$ cat config.mk
export PLATFORM = sky130hd
export DESIGN_NAME = i2c_page_target
export DESIGN_NICKNAME = d
export VERILOG_FILES = /design/src/rtl/i2c_tgt_pkg.sv /design/src/rtl/i2c_bus_sync.sv /design/src/rtl/i2c_addr_ctr.sv /design/src/rtl/i2c_page_target.sv
export SDC_FILE = /design/constraint.sdc
export NUM_CORES = 1
export LEC_CHECK = 0
export BUFFER_PORTS_ARGS = -buffer_cell sky130_fd_sc_hd__clkbuf_2
export CAP_MARGIN = 30
export CORE_MARGIN = 8
export CORE_UTILIZATION = 60
export DETAILED_ROUTE_END_ITERATION = 8
export HOLD_SLACK_MARGIN = 0.05
export PLACE_DENSITY = 0.83
export SLEW_MARGIN = 25
export SYNTH_ARGS = -nofsm -noshare
export SYNTH_HDL_FRONTEND = slang
export SYNTH_SLANG_ARGS = --single-unit
export TNS_END_PERCENT = 20
$ cat constraint.sdc
create_clock -name clk -period 3 [get_ports clk]
set_input_delay 0 -clock clk [delete_from_list [all_inputs] [get_ports clk]]
set_output_delay 0 -clock clk [all_outputs]
set_load 0.05 [all_outputs]
$ cat src/rtl/i2c_tgt_pkg.sv
package i2c_tgt_pkg;

    localparam int          ADDR_W     = 8;
    localparam logic [3:0]  DEV_PREFIX = 4'b1010;

    typedef enum logic [3:0] {
        ST_IDLE,
        ST_DEV,
        ST_DEV_ACK,
        ST_MEM,
        ST_MEM_ACK,
        ST_WR,
        ST_WR_ACK,
        ST_RD,
        ST_RD_ACK,
        ST_RD_NEXT,
        ST_SKIP
    } tgt_state_e;

    typedef struct packed {
        logic scl;
        logic scl_rise;
        logic scl_fall;
        logic sda;
        logic start;
        logic stop;
    } bus_ev_t;

    function automatic logic dev_hit(input logic [7:0] b, input logic [2:0] strap);
        return b[7:1] == {DEV_PREFIX, strap};
    endfunction

endpackage

$ cat src/rtl/i2c_bus_sync.sv
module i2c_bus_sync
    import i2c_tgt_pkg::*;
#(
    parameter int SYNC_STAGES = 2
) (
    input  logic    clk,
    input  logic    rst,
    input  logic    scl_i,
    input  logic    sda_i,
    output bus_ev_t ev
);

    logic [SYNC_STAGES-1:0] scl_ff;
    logic [SYNC_STAGES-1:0] sda_ff;
    logic                   scl_d;
    logic                   sda_d;
    logic                   scl_s;
    logic                   sda_s;

    always_ff @(posedge clk) begin
        if (rst) begin
            scl_ff <= '1;
            sda_ff <= '1;
            scl_d  <= 1'b1;
            sda_d  <= 1'b1;
        end else begin
            scl_ff <= {scl_ff[SYNC_STAGES-2:0], scl_i};
            sda_ff <= {sda_ff[SYNC_STAGES-2:0], sda_i};
            scl_d  <= scl_s;
            sda_d  <= sda_s;
        end
    end

    assign scl_s = scl_ff[SYNC_STAGES-1];
    assign sda_s = sda_ff[SYNC_STAGES-1];

    always_comb begin
        ev.scl      = scl_s;
        ev.sda      = sda_s;
        ev.scl_rise = scl_s & ~scl_d;
        ev.scl_fall = ~scl_s & scl_d;
        ev.start    = scl_s & scl_d & sda_d & ~sda_s;
        ev.stop     = scl_s & scl_d & ~sda_d & sda_s;
    end

endmodule

$ cat src/rtl/i2c_addr_ctr.sv
module i2c_addr_ctr #(
    parameter int AW = 8,
    parameter int PW = 3
) (
    input  logic          clk,
    input  logic          rst,
    input  logic          load,
    input  logic [AW-1:0] load_val,
    input  logic          wr_step,
    input  logic          rd_step,
    output logic [AW-1:0] ptr
);

    localparam logic [AW-1:0] PAGE_MASK = AW'((1 << PW) - 1);

    logic [AW-1:0] ptr_inc;
    logic [AW-1:0] ptr_page;

    assign ptr_inc  = ptr + 1'b1;
    assign ptr_page = (ptr_inc & PAGE_MASK) | (ptr & ~PAGE_MASK);

    always_ff @(posedge clk) begin
        if (rst) begin
            ptr <= '0;
        end else if (load) begin
            ptr <= load_val;
        end else if (wr_step) begin
            ptr <= ptr_page;
        end else if (rd_step) begin
            ptr <= ptr_inc;
        end
    end

    // a write step never leaves the current page
    assert_page_hold_R4: assert property (@(posedge clk) disable iff (rst)
        (wr_step && !load) |=> ptr[AW-1:PW] == $past(ptr[AW-1:PW]));

    // a read step moves to the next address over the full range
    assert_read_step_R5: assert property (@(posedge clk) disable iff (rst)
        (rd_step && !wr_step && !load) |=> ptr == $past(ptr) + 1'b1);

endmodule

$ cat src/rtl/i2c_page_target.sv
module i2c_page_target
    import i2c_tgt_pkg::*;
#(
    parameter int PAGE_BITS   = 3,
    parameter int SYNC_STAGES = 2
) (
    input  logic              clk,
    input  logic              rst,
    input  logic              scl_i,
    input  logic              sda_i,
    input  logic [2:0]        strap_i,
    input  logic              busy_i,
    input  logic [ADDR_W-1:0] rdata_i,
    output logic              sda_drive_o,
    output logic              wr_stb_o,
    output logic              rd_stb_o,
    output logic [ADDR_W-1:0] addr_o,
    output logic [ADDR_W-1:0] wdata_o,
    output logic              stop_o
);

    bus_ev_t    ev;
    tgt_state_e state;
    logic [2:0] bitcnt;
    logic [6:0] rx_sh;
    logic [6:0] tx_sh;
    logic [7:0] rx_byte;
    logic       sda_low;
    logic       ack_drv;
    logic       rw;
    logic       wrote;
    logic       wr_stb_q;
    logic       rd_stb_q;
    logic       stop_q;
    logic [7:0] wdata_q;
    logic       rx_last;
    logic       ptr_load;
    logic [ADDR_W-1:0] ptr;

    i2c_bus_sync #(.SYNC_STAGES(SYNC_STAGES)) u_sync (
        .clk   (clk),
        .rst   (rst),
        .scl_i (scl_i),
        .sda_i (sda_i),
        .ev    (ev)
    );

    assign rx_byte  = {rx_sh, ev.sda};
    assign rx_last  = ev.scl_rise && (bitcnt == 3'd7);
    assign ptr_load = (state == ST_MEM) && rx_last;

    i2c_addr_ctr #(.AW(ADDR_W), .PW(PAGE_BITS)) u_ctr (
        .clk      (clk),
        .rst      (rst),
        .load     (ptr_load),
        .load_val (rx_byte),
        .wr_step  (wr_stb_q),
        .rd_step  (rd_stb_q),
        .ptr      (ptr)
    );

    always_ff @(posedge clk) begin
        if (rst) begin
            state    <= ST_IDLE;
            bitcnt   <= '0;
            rx_sh    <= '0;
            tx_sh    <= '0;
            sda_low  <= 1'b0;
            ack_drv  <= 1'b0;
            rw       <= 1'b0;
            wrote    <= 1'b0;
            wr_stb_q <= 1'b0;
            rd_stb_q <= 1'b0;
            stop_q   <= 1'b0;
            wdata_q  <= '0;
        end else begin
            wr_stb_q <= 1'b0;
            rd_stb_q <= 1'b0;
            stop_q   <= 1'b0;
            if (rd_stb_q) begin
                tx_sh   <= rdata_i[6:0];
                sda_low <= ~rdata_i[7];
            end
            if (ev.start) begin
                state   <= ST_DEV;
                bitcnt  <= '0;
                sda_low <= 1'b0;
                ack_drv <= 1'b0;
            end else if (ev.stop) begin
                state   <= ST_IDLE;
                sda_low <= 1'b0;
                stop_q  <= wrote;
                wrote   <= 1'b0;
            end else begin
                unique case (state)
                    ST_DEV, ST_MEM, ST_WR: begin
                        if (ev.scl_rise) begin
                            rx_sh  <= rx_byte[6:0];
                            bitcnt <= bitcnt + 3'd1;
                            if (bitcnt == 3'd7) begin
                                ack_drv <= 1'b0;
                                if (state == ST_DEV) begin
                                    if (dev_hit(rx_byte, strap_i) && !busy_i) begin
                                        rw    <= rx_byte[0];
                                        state <= ST_DEV_ACK;
                                    end else begin
                                        state <= ST_SKIP;
                                    end
                                end else if (state == ST_MEM) begin
                                    state <= ST_MEM_ACK;
                                end else begin
                                    wdata_q  <= rx_byte;
                                    wr_stb_q <= 1'b1;
                                    wrote    <= 1'b1;
                                    state    <= ST_WR_ACK;
                                end
                            end
                        end
                    end
                    ST_DEV_ACK, ST_MEM_ACK, ST_WR_ACK: begin
                        if (ev.scl_fall) begin
                            if (!ack_drv) begin
                                sda_low <= 1'b1;
                                ack_drv <= 1'b1;
                            end else begin
                                sda_low <= 1'b0;
                                bitcnt  <= '0;
                                if (state == ST_DEV_ACK && rw) begin
                                    rd_stb_q <= 1'b1;
                                    state    <= ST_RD;
                                end else if (state == ST_DEV_ACK) begin
                                    state <= ST_MEM;
                                end else begin
                                    state <= ST_WR;
                                end
                            end
                        end
                    end
                    ST_RD: begin
                        if (ev.scl_rise) begin
                            bitcnt <= bitcnt + 3'd1;
                            if (bitcnt == 3'd7) begin
                                state <= ST_RD_ACK;
                            end
                        end else if (ev.scl_fall) begin
                            tx_sh   <= {tx_sh[5:0], 1'b0};
                            sda_low <= ~tx_sh[6];
                        end
                    end
                    ST_RD_ACK: begin
                        if (ev.scl_fall) begin
                            sda_low <= 1'b0;
                        end else if (ev.scl_rise) begin
                            state <= ev.sda ? ST_SKIP : ST_RD_NEXT;
                        end
                    end
                    ST_RD_NEXT: begin
                        if (ev.scl_fall) begin
                            rd_stb_q <= 1'b1;
                            bitcnt   <= '0;
                            state    <= ST_RD;
                        end
                    end
                    default: begin
                    end
                endcase
            end
        end
    end

    assign sda_drive_o = sda_low;
    assign wr_stb_o    = wr_stb_q;
    assign rd_stb_o    = rd_stb_q;
    assign addr_o      = ptr;
    assign wdata_o     = wdata_q;
    assign stop_o      = stop_q;

    // the drive on SDA is only asserted while SCL is low
    assert_drive_scl_low_R7: assert property (@(posedge clk) disable iff (rst)
        $rose(sda_low) |-> !ev.scl);

    // fetch and store strobes are never together
    assert_strobe_excl_R10: assert property (@(posedge clk) disable iff (rst)
        $onehot0({wr_stb_q, rd_stb_q}));

    // an address that ends while busy is not acknowledged
    assert_busy_nack_R2: assert property (@(posedge clk) disable iff (rst)
        (state == ST_DEV && rx_last && busy_i && !ev.start && !ev.stop)
        |=> (state == ST_SKIP && !sda_low));

    // an ignored transaction never pulls SDA low
    assert_skip_silent_R1: assert property (@(posedge clk) disable iff (rst)
        (state == ST_SKIP) |-> !sda_low);

    // no fetch is made after the host declines a byte
    assert_nack_no_fetch_R6: assert property (@(posedge clk) disable iff (rst)
        (state == ST_SKIP) |-> !rd_stb_q);

endmodule

---- Word-level counts from Yosys, hierarchy flattened ----
Index checks and enable logic that the tools add are counted.
operators by class
  reduce and logical (&&, ||, !) cells .... 28
  eq/ne operators ......................... 32
  add/sub/neg operators ................... 2
  bitwise operators ....................... 21
  mux-type cells .......................... 55
operator list
  kind                                                             count
  4-bit 2-to-1 mux                                                 11
  7-bit 2-to-1 mux                                                 6
  4-bit inequality test, second input constant                     9
  8-bit 2-to-1 mux                                                 3
  1-bit 2-to-1 mux                                                 22
  2-bit inequality test, second input constant                     11
  4-bit one-hot mux with 5 select lines                            1
  10-bit AND reduction                                             2
  3-bit 2-to-1 mux                                                 6
  4-bit by 3-bit == test with 1-bit output, second input constant  4
  7-bit AND reduction                                              2
  1-bit NOT                                                        13
  6-bit AND reduction                                              2
  3-bit OR reduction                                               4
  3-bit one-hot mux with 3 select lines                            1
  8-bit by 1-bit adder with 8-bit output, second input constant    1
  4-bit by 2-bit == test with 1-bit output, second input constant  2
  4-bit == test, second input constant                             2
  3-bit by 8-bit OR with 8-bit output                              1
  2-bit nonzero test                                               4
  1-bit bitwise AND                                                7
  7-bit == test                                                    1
  7-bit nonzero test                                               1
  7-bit OR reduction                                               1
  other kinds (15)                                                 21
storage, ports and cells
  output and inout bits ................... 20
  register bits ........................... 50
  bits of input ports ..................... 16
  word-level logic and storage cells ...... 156

---- Depth between registers and ports, before layout ----
Gate-level depths: netlist of run 1.
  depth in word-level cells ............... 9
  mapped depth ............................ 8
  depth with buffers taken out ............ 7

---- By module ----
Synthesis of run 1 repeated with hierarchy kept, for this count alone.
second synthesis, totals
  cells, all modules ...................... 269
  area, all modules ....................... 2403.6 sq um
by module, submodules not included
  module           sequential area each (sq um)  cells an instance  times used  area each (sq um)
  i2c_page_target  720.7                         198                1           1759.2
  i2c_addr_ctr     160.2                         53                 1           439.2
  i2c_bus_sync     120.1                         18                 1           205.2

---- Least setup slack after synthesis of run 1 ----
OpenSTA, ideal clock, no wires.
  kind .................................... register to register
  start point ............................. reg bitcnt[0]
  end point ............................... reg u_ctr.ptr[4]
  required time ........................... 2.861 ns
  setup time .............................. 0.139 ns
  slack ................................... 1.332 ns
  clock period less this slack ............ 1.668 ns
  data arrival time ....................... 1.529 ns
  buffers on the path ..................... 2
  cell stages (with the launch flop) ...... 9
  cells stage by stage .................... dfxtp_1 ha_1 ha_1 nand3_2 or3b_1 buf_6 buf_6 nor2_1 a211oi_2
on the way
  longest elaborated chain between the ends .. 4
  elaborated cells between the ends (all ways) .. 5
  those cells by class .................... eq/ne (1); mux (1); reduce/logical (3)
RTL lines
  what                                                                     RTL line                source
  start, declared                                                          i2c_page_target.sv:24   logic [2:0] bitcnt;
  start signal, assigned                                                   i2c_page_target.sv:99   bitcnt <= bitcnt + 3'd1;
  start signal, assigned                                                   i2c_page_target.sv:141  bitcnt <= bitcnt + 3'd1;
  3-bit == test (*)                                                        i2c_page_target.sv:49   assign rx_last = ev.scl_rise && (bitcnt == 3'd7);
  1-bit logical AND (*)                                                    i2c_page_target.sv:49
  1-bit logical AND (*)                                                    i2c_page_target.sv:50   assign ptr_load = (state == ST_MEM) && rx_last;
  3-bit nonzero test (no source line) or 8-bit 2-to-1 mux (tied branches)  n/a
  end signal, assigned                                                     i2c_addr_ctr.sv:26      ptr <= load_val;
  end signal, assigned                                                     i2c_addr_ctr.sv:28      ptr <= ptr_page;
  end signal, assigned                                                     i2c_addr_ctr.sv:30      ptr <= ptr_inc;
  end, declared                                                            i2c_addr_ctr.sv:11      output logic [AW-1:0] ptr
Mark *: on every way between the ends. The rest lies on a longest branch, timed or not.
A chain may end at the register's enable or synchronous reset.

---- Final worst setup path of run 1 ----
  start point ............................. reg state[3]
  end point ............................... reg wdata_q[5], in the netlist wdata_o[5]
on the way
  longest elaborated chain between the ends .. 3
  elaborated cells between the ends (all ways) .. 7
  those cells by class .................... eq/ne (3); bitwise (2); reduce/logical (2)
RTL lines
  what                                                                    RTL line                                       source
  start, declared                                                         i2c_page_target.sv:23                          tgt_state_e state;
  start signal, assigned                                                  i2c_page_target.sv:154                         state <= ev.sda ? ST_SKIP : ST_RD_NEXT;
  4-bit by 1-bit == test with 1-bit output, or another cell as far along  i2c_page_target.sv:95, i2c_page_target.sv:102
  3-bit OR reduction or 1-bit NOT (tied branches)                         n/a
  7-bit AND reduction (no source line) (*)                                n/a
  end signal, assigned                                                    i2c_page_target.sv:112                         wdata_q <= rx_byte;
  end, declared                                                           i2c_page_target.sv:35                          logic [7:0] wdata_q;
Marks and branches as above.

==> results of run 1 <==
[what timing repair did]
item | CTS | global route
endpoints found under the hold margin | 4 | 0
gates resized for setup | 0 | 0
endpoints found under the setup margin | 0 | 0
hold buffers | 4 | 0
[power by group through the flow]
| stage | sequential, mW | combinational [mW] | clock (mW) |
|---|---|---|---|
| floorplan | 0.685 | 0.0323 | 0 |
| global placement | 0.687 | 0.0459 | 0 |
| detailed placement | 0.687 | 0.0467 | 0 |
| CTS | 0.672 | 0.0509 | 0.509 |
| global route | 0.673 | 0.0601 | 0.546 |
| finish | 0.672 | 0.0559 | 0.507 |
[worst min-delay path: cells and delay by family]
kind / cells / cell delay, ps
mux: 1 / 60
compound gates: 1 / 40
buf+inv: 1 / 80
simple gates: 2 / 150
[metal layers]
metal / track usage, % / vias to the layer above / routed length (um)
li1: - / 1009 / -
met1: 21.8 / 936 / 2280
met2: 27.2 / 87 / 2500
met3: 5.87 / 11 / 424
met4: 5.19 / 0 / 74
met5: 0 / - / 0
[through the flow]
stage / utilization [%] / hold WS (ps) / setup slack [ps] / instances / power (mW)
2_1_floorplan: - / 104 / 1330 / 270 / 0.717
3_3_place_gp: 65.6 / 182 / 1050 / 340 / 0.733
3_5_place_dp: 65.6 / 194 / 1010 / 340 / 0.734
4_1_cts: 69.7 / 54.8 / 987 / 352 / 1.23
5_1_grt: 70.4 / 67.3 / 842 / 353 / 1.28
6_report: 70.4 / 56.1 / 1010 / 353 / 1.23
[flip-flops by register name, summed over array words and instances (netlist names), 2 cells and up]
register,count
u_sync.scl_ff,2
rx_sh,7
u_ctr.ptr,8
wdata_o,8
bitcnt,3
u_sync.sda_ff,2
state,4
tx_sh,7
[final timing paths]
kind / endpoint / slack, ps
setup reg to reg: wdata_o[5]$_SDFFE_PP0P_ / 1010
hold reg to reg: u_sync.scl_ff[1]$_SDFF_PP1_ / 410
setup / recovery: wdata_o[5]$_SDFFE_PP0P_ / 1010
hold / removal: tx_sh[4]$_SDFF_PP0_ / 60
[cell type report]
type | count | area share, %
inverter | 4 | 0.545
tap | 50 | 2.27
timing repair buffer | 41 | 9.08
clock buffer | 6 | 3.00
sequential | 50 | 36.3
multi-input combinational | 200 | 47.4
clock inverter | 2 | 1.41
[cells in the final DEF (no fill, tap or decap), types with 5 or more instances in the layout]
| cell | netlist | routed |
|---|---|---|
| a211oi_2 | 6 | 6 |
| a21oi_1 | 18 | 18 |
| clkbuf_2 | 0 | 35 |
| clkbuf_8 | 0 | 6 |
| dfxtp_1 | 50 | 50 |
| mux2i_1 | 26 | 26 |
| nand2_1 | 9 | 9 |
| nor2_1 | 47 | 47 |
| nor3_1 | 5 | 5 |
| o21ai_0 | 12 | 12 |
| or2_2 | 8 | 8 |
| xnor2_1 | 6 | 6 |
| xor2_1 | 5 | 5 |
[cells by family after synthesis]
group / count (synthesis)
muxes: 26
and+or+nand+nor: 105
DFF: 50
xor gates and xnor gates: 11
buffers and inverters: 20
AOI/OAI and AO/OA: 55
adders and majority gates: 3
==> impl_metrics.csv, run 1 <==
group,metric,value,unit
synthesis,synth_compound_area_share,15.7,%
synthesis,avgSynthCellArea,8.90,sq um
clock_tree,clk_pin_slew_worst_paths,90,ps
synthesis,synth_edf_count,0,
timing,tightest_slew,647,ps
power_and_ir_drop,powerDensity,448,nW/um^2
critical_path,worstSetupPathType,"reg -> reg",
outcome,status,"finished, final reports clean",
synthesis,async_flop_share,0,%
floorplanning,start_util,61.4,%
route,totalWireLength,5280,um
timing,finalSetupViolations,0,
final_layout,register_area,1000,sq um
clock_tree,cts_buffer_depth,2,
final_layout,fillCellCount,309,
route,drtIter0Drc,142,
floorplanning,dieWidth,79.3,um
critical_path,worst_ep_arrival_time,2200,ps
route,num_vias,2043,
critical_path,worstRegToRegCells,5,
clock_tree,cts_setup_buffers,0,
route,drtAntennaViolNets,0,
synthesis,synth_area_leaders,"dfxtp_1 (42%), mux2i_1 (11%), nor2_1 (7.3%)",
clock_tree,h-tree-depth,2,
power_and_ir_drop,combPwrFrac,4.5,%
critical_path,required,3210,ps
grt,grt_max_degree,47,
power_and_ir_drop,intPower,0.968,mW
critical_path,path_cells,"and2b_1 -> nand3_2 -> nand4bb_1 -> mux2i_1 -> nor2_1",
floorplanning,rows,23,
clock_tree,numCtsBuffers,5,
critical_path,timing.rr.start,"state[3]$_SDFFE_PP0P_",
timing,relSlewSlack,56.6,%
synthesis,synth-seq-area-share,41.7,%
flow_run,cap_violations,0,
route,route.detailed.drc,0,
timing,drv_slew,0,
synthesis,synth_adder_area_share,1.56,%
synthesis,syn_area,2400,sq um
floorplanning,pin_count,36,
clock_tree,clock_sinks,50,
grt,antenna_found_initial,0,
synthesis,yosys.area_share.simple,22.2,%
timing,setup-tns-final,0,ps
synthesis,yosys.area.top_type,"dfxtp_1",
hold_path,hold_path.class,"in -> reg",
timing,period_minus_slack,1990,ps
critical_path,cp_top_family,"simple AND/OR/NAND/NOR gates",
hold_path,holdPathStages,5,
synthesis,synth-seq-cells,50,
power_and_ir_drop,vdd_drop_max,0.450,mV
floorplanning,die_h,79.3,um
timing,rsz0062_at_grt,"false",
power_and_ir_drop,power_frac_seq,54.4,%
synthesis,yosys-top-cells-count,"dfxtp_1 (50), nor2_1 (47), mux2i_1 (26)",
grt,grt_pass1_wl,8740,um
grt,grt_usage,17.3,%
critical_path,crit_start,"state[3]$_SDFFE_PP0P_",
floorplanning,die-area,6280,sq um
clock_tree,insertion_delay,310,ps
power_and_ir_drop,leakage,1.17,nW
synthesis,synth_cell_types,44,
timing,fin_crit_sh,66.2,%
place,place_area,2570,sq um
final_layout,fin_nets,321,
critical_path,cp-start-kind,"register",
final_layout,area_growth,14.7,%
critical_path,crit_buf_inv,0,
synthesis,netlist.area_leader.share,41.7,%
critical_path,crit_slowest_cell,"nand4bb_1",
synthesis,syn_inst,270,
timing,fin_worst_skew,7.20,ps
synthesis,synth-main-ff-cell,"dfxtp_1",
synthesis,synth.area.mux_share,10.8,%
place,port_buffers,35,
route,drt_first_pass_iters,6,
critical_path,cp_max_fo,11,
floorplanning,core_area,3910,sq um
hold_path,worstHoldStart,"rdata_i[4]",
final_layout,design_area,2760,sq um
timing,clock.fmax,503,MHz
power_and_ir_drop,power.share.clock,41.0,%
final_layout,drive_gt1_share,21.5,%
power_and_ir_drop,p_sw_share,21.6,%
clock_tree,cts_tree,"done",
critical_path,max_stage_delay,630,ps
timing,finalHoldViolations,0,
synthesis,yosys_warnings,0,
place,place.gp.congestion,0.915,
final_layout,multi_input_area,1310,sq um
place,dp_hpwl,3780,um
final_layout,num_antenna_cells,0,
synthesis,synth-xor-area-share,4.01,%
synthesis,synth_top_family_by_area,"simple AND/OR/NAND/NOR gates",
critical_path,cp.depth,5,
critical_path,end_kind,"register",
power_and_ir_drop,p_sw,0.267,mW
route,avgRoutedWirePerCell,15.0,um
grt,grt_overflow,0,
synthesis,synth_most_common_cell,"dfxtp_1",
route,vias_per_cell,5.79,
clock_tree,clockRootBuffer,"clkbuf_8",
grt,grt_pass1_vias,1878,
synthesis,synth_fp_nets,289,
Power figures use the tool's default switching activity.
==> run 2, diff against run 1 <==
Settings changed: CORE_UTILIZATION 60 to 51, PLACE_DENSITY 0.83 to 0.75.
Clock period 3 ns to 1.6 ns, I/O delays scaled along.
==> run 2 against run 1 <==
  * The flow now finishes with violations (setup timing)
  * Critical path type unchanged
  * Maximum frequency increased by 21%
  * Critical path depth increased by 2
  * Hold slack hardly changed
  * Worst setup slack got worse by 1100 ps
  * Flip-flop and latch count stayed put
==> impl_metrics.csv, run 2 (synthesis gave the netlist of run 1 again) <==
group,metric,value,unit
floorplanning,die-area,7160,sq um
timing,rsz0062_at_grt,"true",
clock_tree,cts_tree,"done",
flow_run,cap_violations,0,
clock_tree,clockRootBuffer,"clkbuf_8",
timing,fin_worst_skew,7.85,ps
floorplanning,core_area,4630,sq um
clock_tree,clock_sinks,50,
critical_path,end_kind,"register",
route,avgRoutedWirePerCell,14.9,um
place,place_area,2830,sq um
power_and_ir_drop,leakage,1.31,nW
power_and_ir_drop,power,2.17,mW
critical_path,required,1800,ps
power_and_ir_drop,vdd_drop_max,0.535,mV
timing,relSlewSlack,80.6,%
critical_path,max_stage_delay,400,ps
critical_path,worstSetupPathType,"reg -> reg",
place,place.gp.congestion,0.968,
outcome,status,"finished with violations",
hold_path,hold_end,"tx_sh[1]$_SDFF_PP0_",
timing,period_minus_slack,1640,ps
timing,finalSetupViolations,2,
floorplanning,start_util,51.9,%
power_and_ir_drop,powerDensity,708,nW/um^2
power_and_ir_drop,combPwrFrac,5.8,%
final_layout,design_area,3070,sq um
timing,tightest_slew,291,ps
clock_tree,cts_buffer_depth,2,
critical_path,r2r_slack,-40,ps
grt,grt_pass1_wl,9690,um
critical_path,worst_ep_arrival_time,1840,ps
final_layout,drive_gt1_share,36.0,%
timing,drv_slew,0,
floorplanning,pin_count,36,
final_layout,area_growth,27.7,%
hold_path,worstHoldStart,"rdata_i[1]",
final_layout,mostFrequentLayoutCell,"dfxtp_1",
place,dp_slack,-28.3,ps
final_layout,num_antenna_cells,0,
grt,antenna_found_initial,0,
route,drt_first_pass_iters,4,
critical_path,cp-start-kind,"register",
timing,finalHoldViolations,0,
clock_tree,numCtsBuffers,5,
grt,grt_pass1_vias,2104,
power_and_ir_drop,intPower,1.67,mW
route,num_vias,2134,
power_and_ir_drop,p_sw,0.506,mW
timing,fin_ws,-44.5,ps
clock_tree,insertion_delay,300,ps
critical_path,r2r_end,"u_ctr.ptr[0]$_SDFFE_PP0P_",
floorplanning,rows,25,
route,totalWireLength,5720,um
grt,grt_max_degree,30,
route,route.detailed.drc,0,
clock_tree,h-tree-depth,2,
critical_path,crit_buf_inv,1,
power_and_ir_drop,p_sw_share,23.3,%
critical_path,cp_top_family,"simple AND/OR/NAND/NOR gates",
hold_path,holdPathStages,5,
critical_path,path_cells,"ha_2 -> ha_4 -> nand3_2 -> or3b_4 -> buf_12 -> mux2i_1 -> nor2_1",
floorplanning,die_h,84.6,um
critical_path,cp_max_fo,15,
critical_path,timing.rr.start,"bitcnt[0]$_SDFFE_PP0P_",
route,drtAntennaViolNets,0,
final_layout,post-route-util,66.2,%
place,dp_hpwl,4190,um
route,vias_per_cell,5.54,
route,drtIter0Drc,142,
timing,clock.fmax,608,MHz
grt,grt_overflow,0,
timing,fin_crit_sh,103,%
power_and_ir_drop,power_frac_seq,57.8,%
final_layout,final_cell_mix,"dfxtp_1 (43), nor2_1 (41), clkbuf_2 (35)",
final_layout,fin_nets,349,
outcome,failed_checks,"setup timing",
grt,grt_usage,16.2,%
critical_path,worstRegToRegCells,7,
critical_path,crit_slowest_cell,"or3b_4",
place,port_buffers,35,
power_and_ir_drop,power.share.clock,36.4,%
clock_tree,clk_pin_slew_worst_paths,100,ps
floorplanning,dieWidth,84.6,um
hold_path,hold_path.class,"in -> reg",
==> run 2: through the flow <==
| stage | TNS (ps) | hold WS, ps | instances |
|---|---|---|---|
| 2_1_floorplan | 0 | 104 | 270 |
| 3_5_place_dp | -137 | 187 | 373 |
| 6_report | -44.9 | 56.1 | 385 |
| 4_1_cts | -4.91 | 53.8 | 384 |
| 5_1_grt | -358 | 113 | 385 |
| 3_3_place_gp | -4.77 | 182 | 373 |
==> run 2: area by class of cell <==
type / instances / area (sq um)
clock buffer: 6 / 82.6
clock inverter: 2 / 16.3
fill: 376 / 1560
inverter: 4 / 15.0
multi-input combinational: 200 / 1410
sequential: 50 / 1010
tap: 54 / 67.6
timing repair buffer: 69 / 463
==> run 2: worst reg2reg max path, cell delays in order, from the launching register on <==
cell	delay, ps
dfxtp_2	340
ha_2	180
ha_4	130
nand3_2	90
or3b_4	400
buf_12	160
mux2i_1	180
nor2_1	60
==> run 2: timing repair <==
item,CTS,global route
resized for setup,5,23
endpoints found under the setup margin,12,28
buffers inserted,0,1
pin swaps,1,2
endpoints found under the hold margin,3,0
hold buffers,3,0
==> run 2: worst max path at each step <==
| stage | startpoint | endpoint | slack (ps) | cells past startpoint |
|---|---|---|---|---|
| global route | bitcnt[0]$_SDFFE_PP0P_ | u_ctr.ptr[0]$_SDFFE_PP0P_ | -80 | 7 |
| CTS | state[3]$_SDFFE_PP0P_ | state[1]$_SDFFE_PP0P_ | -3 | 5 |
| detailed placement | bitcnt[1]$_SDFFE_PP0P_ | state[1]$_SDFFE_PP0P_ | -30 | 8 |
| finish | bitcnt[0]$_SDFFE_PP0P_ | u_ctr.ptr[0]$_SDFFE_PP0P_ | -40 | 7 |
| floorplan | bitcnt[0]$_SDFFE_PP0P_ | u_ctr.ptr[4]$_SDFFE_PP0P_ | 0.2 | 8 |
| global placement | bitcnt[1]$_SDFFE_PP0P_ | state[1]$_SDFFE_PP0P_ | -5 | 8 |
==> run 2: power by group through the flow <==
stage	registers (mW)	logic (mW)	clock network, mW
6_report	1.26	0.126	0.790
3_3_place_gp	1.28	0.111	0
3_5_place_dp	1.28	0.113	0
2_1_floorplan	1.28	0.0606	0
4_1_cts	1.26	0.120	0.803
5_1_grt	1.26	0.139	0.847
==> run 2: metal layers <==
metal  GRT usage, %  vias up  share of wire (%)
li1               -     1067                  -
met1           20.3      987                 44
met2           25.9       69                 48
met3           4.88       11                6.5
met4           5.18        0                1.7
met5              0        -                  0
==> run 3, diff against run 2 <==
Settings changed: CORE_MARGIN 8 to 4, CORE_UTILIZATION 51 to 30, PLACE_DENSITY 0.75 to not set.
==> run 3 against run 2 <==
  * The flow now finishes without violations
  * Global-route usage fell by 3.6 points
  * Sequential share of layout area fell by 1.0 points
  * Worst setup slack improved by 47 ps
  * Largest cell class unchanged
  * Highest routed layer unchanged
==> impl_metrics.csv, run 3 (synthesis gave the netlist of run 1 again) <==
group,metric,value,unit
grt,grt_overflow,0,
floorplanning,core_area,7770,sq um
outcome,status,"finished, final reports clean",
final_layout,post-route-util,40.7,%
clock_tree,cts_setup_buffers,0,
final_layout,area_growth,31.5,%
final_layout,fin_nets,352,
critical_path,cp_max_fo,15,
floorplanning,dieWidth,97.5,um
hold_path,hold_path.class,"in -> reg",
route,avgRoutedWirePerCell,13.3,um
final_layout,mostFrequentLayoutCell,"dfxtp_1",
clock_tree,clk_pin_slew_worst_paths,100,ps
timing,finalSetupViolations,0,
critical_path,r2r_slack,3,ps
final_layout,final_cell_mix,"dfxtp_1 (44), nor2_1 (40), clkbuf_2 (35)",
place,dp_hpwl,4210,um
timing,finalHoldViolations,0,
power_and_ir_drop,leakage,1.32,nW
critical_path,timing.rr.start,"state[0]$_SDFFE_PP0P_",
grt,grt_pass1_wl,9920,um
floorplanning,rows,32,
route,vias_per_cell,4.94,
route,drtIter0Drc,201,
floorplanning,die_h,97.5,um
grt,grt_max_degree,25,
route,totalWireLength,5810,um
timing,fin_worst_skew,9.45,ps
clock_tree,numCtsBuffers,5,
final_layout,num_antenna_cells,0,
timing,fin_crit_sh,99.8,%
place,dp.cells,422,
timing,timing.hold.ws,50.5,ps
floorplanning,pin_count,36,
clock_tree,clockRootBuffer,"clkbuf_8",
critical_path,critPathCapture,"u_ctr.ptr[0]$_SDFFE_PP0P_",
floorplanning,start_util,30.9,%
grt,grt_pass1_vias,2076,
route,num_vias,2155,
critical_path,worst_ep_arrival_time,1800,ps
critical_path,required,1810,ps
power_and_ir_drop,vdd_drop_max,0.375,mV
power_and_ir_drop,powerDensity,740,nW/um^2
timing,rsz0062_at_grt,"true",
timing,setup-tns-final,0,ps
timing,tightest_slew,369,ps
place,port_buffers,35,
timing,clock.fmax,626,MHz
grt,antenna_found_initial,0,
route,drtAntennaViolNets,0,
route,route.detailed.drc,0,
critical_path,r2r_end,"u_ctr.ptr[0]$_SDFFE_PP0P_",
critical_path,crit_start,"state[0]$_SDFFE_PP0P_",
critical_path,cp-start-kind,"register",
critical_path,end_kind,"register",
grt,grt_usage,12.6,%
floorplanning,die-area,9500,sq um
critical_path,worstSetupPathType,"reg -> reg",
place,place.gp.congestion,0.869,
timing,period_minus_slack,1600,ps
final_layout,finalNonFillerCells,436,
clock_tree,h-tree-depth,2,
clock_tree,cts_buffer_depth,2,
clock_tree,cts_tree,"done",
route,drt_first_pass_iters,4,
flow_run,cap_violations,0,
clock_tree,clock_sinks,50,
timing,relSlewSlack,75.4,%
timing,drv_slew,0,
critical_path,worstRegToRegCells,6,
clock_tree,insertion_delay,310,ps
final_layout,drive_gt1_share,34.4,%
run 3: worst max-delay path: stages (launching register included):
cell and delay [ps]:
dfxtp_1 400, and2b_1 220, nand3_4 110, or3b_4 400, buf_12 170, mux2i_1 140, nor2_1 50
run 3: power breakdown:
| group | internal [mW] | switching (mW) |
|---|---|---|
| Clock | 0.477 | 0.475 |
| Sequential | 1.25 | 0.00397 |
| Combinational | 0.0616 | 0.0678 |
| Total | 1.79 | 0.547 |
run 3: layout make-up:
type                       count  area, sq um
clock buffer                   5         68.8
clock inverter                 3         48.8
fill                         807         4610
inverter                       4         15.0
multi-input combinational    200         1390
sequential                    50         1010
tap                          102          128
timing repair buffer          72          504
run 3: metal layers:
layer / vias up / GRT usage (%) / wire (um)
li1: 1074 / - / -
met1: 1008 / 17.0 / 2760
met2: 64 / 20.2 / 2630
met3: 9 / 2.44 / 315
met4: 0 / 4.26 / 110
met5: - / 0 / 0
run 3: what timing repair did:
action / 4_1_cts / 5_1_grt
endpoints found under the hold margin: 10 / 0
cloned: 0 / 0
hold buffers: 6 / 0
pin swaps: 1 / 2
gates resized for setup: 13 / 13
setup endpoints to repair: 12 / 24
run 3: worst min-delay path by stage:
| stage | startpoint | to | cells past startpoint |
|---|---|---|---|
| 3_5_place_dp | scl_i | u_sync.scl_ff[0]$_SDFF_PP1_ | 2 |
| 5_1_grt | rdata_i[4] | tx_sh[4]$_SDFF_PP0_ | 5 |
| 4_1_cts | rdata_i[1] | tx_sh[1]$_SDFF_PP0_ | 5 |
| 6_report | rdata_i[1] | tx_sh[1]$_SDFF_PP0_ | 5 |
| 2_1_floorplan | scl_i | u_sync.scl_ff[0]$_SDFF_PP1_ | 1 |
| 3_3_place_gp | sda_i | u_sync.sda_ff[0]$_SDFF_PP1_ | 2 |
run 3: per-stage QoR:
step / total power, mW / instance area [sq um] / setup slack [ps]
after floorplan: 1.34 / 2430 / 0.161
after global placement: 1.40 / 2900 / -213
after detailed placement: 1.40 / 2900 / -138
after CTS: 2.35 / 3120 / 10.7
after global routing: 2.43 / 3160 / -46.3
final: 2.34 / 3160 / 2.90
